## src/rtl/dbg_trig_pkg.sv

```systemverilog
package dbg_trig_pkg;
  localparam int MODE_W = 4;
  localparam int FLAG_N = 3;
  localparam int REG_W  = 8;

  typedef enum logic [MODE_W-1:0] {
    TM_A_ONLY    = 4'd0,
    TM_A_OR_B    = 4'd1,
    TM_A_THEN_B  = 4'd2,
    TM_B_ONLY    = 4'd3,
    TM_A_THEN_EB = 4'd4,
    TM_A_AND_B   = 4'd5,
    TM_A_NOT_B   = 4'd6,
    TM_IN_RANGE  = 4'd7,
    TM_OUT_RANGE = 4'd8
  } trig_mode_e;
endpackage

```

## src/rtl/trig_mode_decode.sv

```systemverilog
module trig_mode_decode
  import dbg_trig_pkg::*;
(
  input  logic [MODE_W-1:0] mode_raw,
  output trig_mode_e        mode
);
  localparam logic [MODE_W-1:0] LAST_CODE = MODE_W'(TM_OUT_RANGE);

  always_comb begin
    if (mode_raw > LAST_CODE) mode = TM_A_ONLY;
    else                      mode = trig_mode_e'(mode_raw);
  end
endmodule

```

## src/rtl/trig_sequencer.sv

```systemverilog
module trig_sequencer
  import dbg_trig_pkg::*;
(
  input  logic       clk,
  input  logic       rst,
  input  logic       arm_wr,
  input  trig_mode_e mode,
  input  logic       hit_a,
  input  logic       hit_b,
  input  logic       ge_lo,
  input  logic       le_hi,
  output logic       armed,
  output logic       trig_pulse
);
  logic seen_a;
  logic cond;
  logic in_rng;

  assign in_rng = ge_lo & le_hi;

  always_comb begin
    unique case (mode)
      TM_A_OR_B:    cond = hit_a | hit_b;
      TM_A_THEN_B,
      TM_A_THEN_EB: cond = seen_a & hit_b;
      TM_B_ONLY:    cond = hit_b;
      TM_A_AND_B:   cond = hit_a & hit_b;
      TM_A_NOT_B:   cond = hit_a & ~hit_b;
      TM_IN_RANGE:  cond = in_rng;
      TM_OUT_RANGE: cond = ~in_rng;
      default:      cond = hit_a;
    endcase
  end

  always_ff @(posedge clk) begin
    if (rst) begin
      armed      <= 1'b0;
      seen_a     <= 1'b0;
      trig_pulse <= 1'b0;
    end else begin
      trig_pulse <= 1'b0;
      if (arm_wr) begin
        armed  <= 1'b1;
        seen_a <= 1'b0;
      end else if (armed) begin
        if (cond) begin
          trig_pulse <= 1'b1;
          armed      <= 1'b0;
          seen_a     <= 1'b0;
        end else if (hit_a) begin
          seen_a <= 1'b1;
        end
      end
    end
  end


  pulse_single_chk: assert property (@(posedge clk) disable iff (rst)
    trig_pulse |=> !trig_pulse);

  disarm_on_fire_chk: assert property (@(posedge clk) disable iff (rst)
    $rose(trig_pulse) |-> !armed);

  arm_no_fire_chk: assert property (@(posedge clk) disable iff (rst)
    arm_wr |=> (armed && !trig_pulse));

  idle_quiet_chk: assert property (@(posedge clk) disable iff (rst)
    (!armed && !arm_wr) |=> !trig_pulse);
endmodule

```

## src/rtl/trig_status.sv

```systemverilog
module trig_status
  import dbg_trig_pkg::*;
(
  input  logic              clk,
  input  logic              rst,
  input  logic              arm_wr,
  input  logic              reg_wr,
  input  logic [MODE_W-1:0] wr_mode,
  input  logic              armed,
  input  logic [FLAG_N-1:0] hits,
  output logic [FLAG_N-1:0] flags,
  output logic [MODE_W-1:0] mode_raw
);
  logic clr;
  assign clr = arm_wr | reg_wr;

  always_ff @(posedge clk) begin
    if (rst) begin
      flags    <= '0;
      mode_raw <= '0;
    end else begin
      if (clr)        flags <= '0;
      else if (armed) flags <= flags | hits;
      if (reg_wr) mode_raw <= wr_mode;
    end
  end


  clear_wins_chk: assert property (@(posedge clk) disable iff (rst)
    clr |=> (flags == '0));

  sticky_chk: assert property (@(posedge clk) disable iff (rst)
    !clr |=> ((flags & $past(flags)) == $past(flags)));

  disarmed_hold_chk: assert property (@(posedge clk) disable iff (rst)
    (!clr && !armed) |=> $stable(flags));

  mode_store_chk: assert property (@(posedge clk) disable iff (rst)
    reg_wr |=> (mode_raw == $past(wr_mode)));
endmodule

```

## src/rtl/dbg_trig_seq.sv

```systemverilog
module dbg_trig_seq
  import dbg_trig_pkg::*;
(
  input  logic             clk,
  input  logic             rst,
  input  logic             match_a,
  input  logic             match_b,
  input  logic             match_c,
  input  logic             addr_ge_lo,
  input  logic             addr_le_hi,
  input  logic             arm_wr,
  input  logic             reg_wr,
  input  logic [REG_W-1:0] reg_wdata,
  output logic             trig_pulse,
  output logic             armed,
  output logic [REG_W-1:0] reg_rdata
);
  localparam int PAD_W = REG_W - FLAG_N - MODE_W;

  logic [MODE_W-1:0]       mode_raw;
  logic [FLAG_N-1:0]       flags;
  trig_mode_e              mode;
  logic [REG_W-MODE_W-1:0] unused_wdata_hi;

  assign unused_wdata_hi = reg_wdata[REG_W-1:MODE_W];

  trig_mode_decode u_dec (
    .mode_raw (mode_raw),
    .mode     (mode)
  );

  trig_sequencer u_seq (
    .clk        (clk),
    .rst        (rst),
    .arm_wr     (arm_wr),
    .mode       (mode),
    .hit_a      (match_a),
    .hit_b      (match_b),
    .ge_lo      (addr_ge_lo),
    .le_hi      (addr_le_hi),
    .armed      (armed),
    .trig_pulse (trig_pulse)
  );

  trig_status u_stat (
    .clk      (clk),
    .rst      (rst),
    .arm_wr   (arm_wr),
    .reg_wr   (reg_wr),
    .wr_mode  (reg_wdata[MODE_W-1:0]),
    .armed    (armed),
    .hits     ({match_a, match_b, match_c}),
    .flags    (flags),
    .mode_raw (mode_raw)
  );

  assign reg_rdata = {flags, {PAD_W{1'b0}}, mode_raw};
endmodule

```

## config.mk

```make
export PLATFORM = sky130hd
export DESIGN_NAME = dbg_trig_seq
export DESIGN_NICKNAME = d
export VERILOG_FILES = /design/src/rtl/dbg_trig_pkg.sv /design/src/rtl/trig_mode_decode.sv /design/src/rtl/trig_sequencer.sv /design/src/rtl/trig_status.sv /design/src/rtl/dbg_trig_seq.sv
export SDC_FILE = /design/constraint.sdc
export NUM_CORES = 1
export LEC_CHECK = 0
export BUFFER_PORTS_ARGS = -buffer_cell sky130_fd_sc_hd__buf_2
export CAP_MARGIN = 5
export CELL_PAD_IN_SITES_DETAIL_PLACEMENT = 1
export CELL_PAD_IN_SITES_GLOBAL_PLACEMENT = 2
export CORE_MARGIN = 2
export CORE_UTILIZATION = 24
export CTS_CLUSTER_DIAMETER = 50
export DETAILED_ROUTE_END_ITERATION = 12
export PLACE_DENSITY = 0.75
export SLEW_MARGIN = 0
export SYNTH_ARGS = -nofsm -noshare
export SYNTH_HDL_FRONTEND = slang
export SYNTH_HIERARCHICAL = 1
export SYNTH_SLANG_ARGS = --single-unit
```

## constraint.sdc

```tcl
create_clock -name clk -period 1.9 [get_ports clk]
set_input_delay 0.38 -clock clk [delete_from_list [all_inputs] [get_ports clk]]
set_output_delay 0.38 -clock clk [all_outputs]
set_load 0.03 [all_outputs]
```

==> results.md, run 1 <==
- Nets: 109
- Fillers: 281
- Unrepaired setup endpoints after global routing: no
- First-pass GRT wire length: 2300 microns
- Final setup violation count: 0
- WL/cell: 11.1 microns
- Resized cells post-CTS: 0
- Post-Synth Adder-Cell Area: 0
- Register area share after synthesis: 0.355
- Diode count: 0
- Clock slew at reported path FFs: 0.07 ns
- Ys flop type: dfxtp_1
- Die boundary height: 52.5 microns
- Min-Delay Path Class: input port to flop
- Post-synthesis mux area share: 0.0710
- Shortest period the worst path allows: 1.67 ns
- Flop and latch count out of synthesis: 10
- Crit path launch: u_stat/mode_raw[0]$_SDFFE_PP0P_
- Max Cap Viol: 0
- Finished Cell Area: 759 sq um
- Synth Area in Compound Gates: 0.235
- Final GP Congestion: 0.810
- Largest net degree at the start of global routing: 9
- Peak VDD IR: 0.000353 V
- Number of global-route vias before repair: 546
- CP required: 2.05 ns
- Initial antenna violation count: 0
- Mean Syn Cell Area: 8.96 sq um
- CTS tree: done
- Die area: 0.00276 sq mm
- Largest family of logic cells by synthesized area: simple AND/OR/NAND/NOR gates
- Most frequent cells in the layout: buf_2, nor2_1, dfxtp_1
- Core footprint: 0.00221 sq mm
- Hold Path Origin: match_c
- Worst Setup Start Kind: flop
- Vias: 554
- Overall die width: 52.5 microns
- Setup bufs post-CTS: 0
- Status: completed
- Routed vias/inst: 4.66
- Netlist cell types: 26
- Non-filler cells, final: 119
- Core Rows: 17
- Gr ovfl total: 0
- WHS: 0.353 ns
- Post-Synth XOR/XNOR Area: 0
- Post-synth EDFFs: 0
- DRC errors left: 0
- Fin Setup TNS: 0 ns
- Final period util: 0.877
- GRT Util Overall: 0.111
- Violation count after the first detailed-route iteration: 5
- Commonest non-fill, non-tap cell in the layout: buf_2
- HPWL Detailed: 1140 microns
- Placed Cells: 115
- Worst-case clock buffer depth: 2
- Synth warn: 6
- CTS Buf Count: 3
- CP Max Fanout: 5
- Worst skew pair latency: 0.26 ns
- Leakage: 0.368 nW
- H-tree depth: 1
- Fraction of layout cells with a size suffix above 1: 0.385
- Fin. Hold Viols: 0
- Final WL: 1320 microns
- Crit. End Element: flop
- Post-synth ARST share: 0
- Max-slew violation count: 0
- Fmax: 600 MHz
- Simple logic cell fraction of the synthesized area: 0.279
- Power Density: 734 mW/mm^2
- P&R area growth vs syn: 34.6%
- Clock Sinks: 10
- Worst R2R Start: u_stat/mode_raw[0]$_SDFFE_PP0P_
- Starting density of the core: 0.255
- PortBufs: 21
- Clk root buf: clkbuf_4
- Net count after synthesis: 80
- Num ports: 27
- Pre-antenna DRT Iters: 4
- Worst setup path class: flop to flop
- Cell count after synthesis: 63
- Mapped Area: 564 sq um
- Arr. time, crit path: 1.82 ns
- Routed Antenna Nets: 0
- Setup Skew: 0.00536 ns
- Area post-placement: 723 sq um
- Hold buffer count at CTS: 0
==> layer usage <==
layer | track usage | part of all wire | up-vias
li1 | - | - | 285
met1 | 0.142 | 0.47 | 253
met2 | 0.181 | 0.48 | 14
met3 | 0.00857 | 0.038 | 2
met4 | 0.0641 | 0.013 | 0
met5 | 0 | 0 | -
==> worst paths after layout <==
kind	to	slack, ns	cells after the start
max	u_seq/trig_pulse$_SDFF_PP0_	0.23	6
min	u_stat/flags[0]$_SDFFE_PP0P_	0.35	3
max reg2reg	u_seq/trig_pulse$_SDFF_PP0_	0.23	6
min reg2reg	u_stat/flags[1]$_SDFFE_PP0P_	0.47	2
==> stage by stage <==
step / worst slack, ns / power, mW / util
global placement: 0.248 / 0.373 / 0.327
global route: 0.130 / 0.595 / 0.343
floorplan: 0.0726 / 0.326 / -
CTS: 0.215 / 0.569 / 0.343
detailed placement: 0.222 / 0.376 / 0.327
finish: 0.234 / 0.557 / 0.343
==> area by class of cell <==
| cell class | instances | area [sq um] | share of cell area |
|---|---|---|---|
| inverter | 3 | 11.3 | 0.0148 |
| sequential | 10 | 200 | 0.264 |
| timing repair buffer | 26 | 143 | 0.188 |
| multi-input combinational | 48 | 334 | 0.440 |
| clock buffer | 4 | 36.3 | 0.0478 |
| tap | 28 | 35.0 | 0.0461 |
==> state kept, by name, indices dropped and copies added (netlist names) <==
register / count
u_stat/mode_raw: 4
u_seq/trig_pulse: 1
u_stat/flags: 3
u_seq/seen_a: 1
u_seq/armed: 1
==> critical path, stage by stage (launching register included) <==
cell and delay [ns]:
dfxtp_1 0.34, nor2b_1 0.13, buf_4 0.16, nor3_4 0.27, o211a_1 0.23, nor2_1 0.08
o311a_1 0.35
==> cells by family after synthesis <==
family	after synthesis
compound gates	17
buf+inv	5
flops	10
mux	4
other cells	1
simple gates	26
==> cell usage after synthesis, drive strengths merged, types with 2 or more instances <==
master   n  share of area
a21oi    5          0.044
nand2b   2          0.022
nor2b    5          0.055
mux2i    4          0.071
o211ai   2          0.027
nor3     3          0.047
buf      2          0.033
nor2    11          0.073
o21ai    2          0.018
nand4    2          0.022
o311a    2          0.038
inv      3          0.020
dfxtp   10           0.35
==> power by group <==
part	internal, mW	leakage [nW]	total (mW)	switching, mW
sequential	0.221	0.0819	0.234	0.0125
clock	0.116	0.0210	0.188	0.0715
combinational	0.0569	0.265	0.136	0.0791
total	0.394	0.368	0.557	0.163
(Power assumes the default switching activity.)
==> inputs of run 2 (changes only) <==
--- a/config.mk
+++ b/config.mk
@@ -13,7 +13,7 @@
 export CORE_UTILIZATION = 24
 export CTS_CLUSTER_DIAMETER = 50
 export DETAILED_ROUTE_END_ITERATION = 12
-export PLACE_DENSITY = 0.75
+export PLACE_DENSITY = 0.73
 export SLEW_MARGIN = 0
 export SYNTH_ARGS = -nofsm -noshare
 export SYNTH_HDL_FRONTEND = slang
==> run 2 against run 1 <==
  * Clock-buffer cell count fell by 1
  * Hold slack better by 0.0047 ns
  * Clock power is 26% lower
  * Sequential share of layout area up 0.49 points
  * Final area fell by 1.8%
  * First-iteration DRC count down 40%
  * Setup slack got worse by 0.025 ns
  * Sequential power barely moved
  * Cell count is 0.84% lower
  * Fmax shrank 1.5%
  * Combinational power about the same
  * Via count is 1.4% higher
==> results.md, run 2 (synthesized netlist as in run 1, its figures left out) <==
- Num ports: 27
- Clock slew at reported path FFs: 0.06 ns
- Die area: 0.00276 sq mm
- PortBufs: 21
- Placed Cells: 115
- WL/cell: 12.5 microns
- GRT Util Overall: 0.123
- R2R cell count: 6
- RR Endpoint: u_seq/trig_pulse$_SDFF_PP0_
- Initial antenna violation count: 0
- Fraction of layout cells with a size suffix above 1: 0.378
- Leakage: 0.361 nW
- Final period util: 0.890
- Number of global-route vias before repair: 570
- Fin Setup TNS: 0 ns
- CTS Buf Count: 3
- WHS: 0.358 ns
- Min-Delay Path Class: input port to flop
- Final core occ: 0.337
- Worst Setup Start Kind: flop
- DRT met1 WL: 624 microns
- Diode count: 0
- Resized cells post-CTS: 0
- Shortest period the worst path allows: 1.69 ns
- Combinational power share: 0.266
- Max-slew violation count: 0
- Max reg flops: 4
- Internal power: 0.351 mW
- Worst Setup Slack, final: 0.208 ns
- Unrepaired setup endpoints after global routing: no
- Setup bufs post-CTS: 0
- Fillers: 283
- HPWL Detailed: 1200 microns
- Hold EP: u_stat/flags[0]$_SDFFE_PP0P_
- Seq pwr share: 0.460
- R2R setup slack: 0.21 ns
- Power Density: 684 mW/mm^2
- Worst skew pair latency: 0.26 ns
- Crit-path leading delay family: compound AO/OA/AOI/OAI gates
- Routed wl met2: 738 microns
- Hold buffer count at CTS: 0
- Nets: 109
- Routed vias/inst: 4.76
- Non-filler cells, final: 118
- Final GP Congestion: 0.740
- Final WL: 1470 microns
- Gr ovfl total: 0
- Worst-case clock buffer depth: 2
- Most flops, register: u_stat/mode_raw
- Arr. time, crit path: 1.84 ns
- Violation count after the first detailed-route iteration: 3
- CP cell instances: nor2b_1, buf_4, nor3_4, o211a_1, nor2_1, o311a_1
- Clock share of power: 0.274
- Pre-antenna DRT Iters: 3
- CTS tree: done
- P&R area growth vs syn: 32.2%
- Largest net degree at the start of global routing: 9
- Clk root buf: clkbuf_4
- Routed Antenna Nets: 0
- Status: completed
- DRC errors left: 0
- Psw: 0.159 mW
- Core footprint: 0.00221 sq mm
- Net Sw Frac: 0.312
- Cell count of the worst hold path: 3
- Met3 Wirelength: 96 microns
- Peak VDD IR: 0.000462 V
- First-pass GRT wire length: 2460 microns
- Slowest Stage Delay on Critical Path: 0.35 ns
- CP Max Fanout: 5
- H-tree depth: 1
- Core Rows: 17
- Largest regs: u_stat/mode_raw (4), u_stat/flags (3)
- Final setup violation count: 0
- Commonest non-fill, non-tap cell in the layout: buf_2
- Overall die width: 52.5 microns
- Bufs and invs on worst path: 1
- Clock Sinks: 10
- Die boundary height: 52.5 microns
- Worst setup path class: flop to flop
- CP required: 2.04 ns
- Worst R2R Start: u_stat/mode_raw[0]$_SDFFE_PP0P_
- Starting density of the core: 0.255
- Crit. End Element: flop
- Vias: 562
- Fmax: 591 MHz
- Hold Path Origin: match_c
- Most frequent cells in the layout: buf_2, nor2_1, dfxtp_1
- Post-place setup slack: 0.205 ns
- Max Cap Viol: 0
- Top sig layer: met4
- Fin. Hold Viols: 0
- CP max stage cell: dfxtp_1
- Setup Skew: 0.000406 ns
[run 2: worst max path at each step]
stage	startpoint	to	slack, ns	cells past startpoint
2_1_floorplan	u_stat/mode_raw[1]$_SDFFE_PP0P_	u_seq/trig_pulse$_SDFF_PP0_	0.07	5
3_3_place_gp	u_stat/mode_raw[0]$_SDFFE_PP0P_	u_seq/trig_pulse$_SDFF_PP0_	0.23	6
3_5_place_dp	u_stat/mode_raw[0]$_SDFFE_PP0P_	u_seq/trig_pulse$_SDFF_PP0_	0.20	6
4_1_cts	u_stat/mode_raw[0]$_SDFFE_PP0P_	u_seq/trig_pulse$_SDFF_PP0_	0.19	6
5_1_grt	u_stat/mode_raw[0]$_SDFFE_PP0P_	u_seq/trig_pulse$_SDFF_PP0_	0.12	6
6_report	u_stat/mode_raw[0]$_SDFFE_PP0P_	u_seq/trig_pulse$_SDFF_PP0_	0.21	6
[run 2: worst min-delay path: stages]
cell,delay [ns]
buf_2,0.07
a21oi_1,0.05
nor2_1,0.07
[run 2: through the flow]
| step | total power, mW | area (sq um) |
|---|---|---|
| floorplan | 0.326 | 564 |
| global placement | 0.373 | 723 |
| detailed placement | 0.376 | 723 |
| CTS | 0.518 | 746 |
| global route | 0.543 | 746 |
| finish | 0.510 | 746 |
[run 2: layout make-up]
cell class	count	area (sq um)	area share
multi-input cells	48	334	0.448
inverters	3	11.3	0.0151
repair buffers	26	143	0.191
clock buffers	3	22.5	0.0302
flip-flops and latches	10	200	0.268
well taps	28	35.0	0.0470
[run 2: power by group through the flow]
stage	logic, mW	registers, mW	clock network (mW)
2_1_floorplan	0.0686	0.258	0
3_3_place_gp	0.134	0.239	0
3_5_place_dp	0.136	0.240	0
4_1_cts	0.137	0.235	0.146
5_1_grt	0.150	0.238	0.156
6_report	0.136	0.235	0.140
[run 2: routing by layer]
layer  vias up  GRT usage
met3         2     0.0514
met5         -          0
met2        17      0.210
li1        287          -
met1       256      0.135
met4         0     0.0427
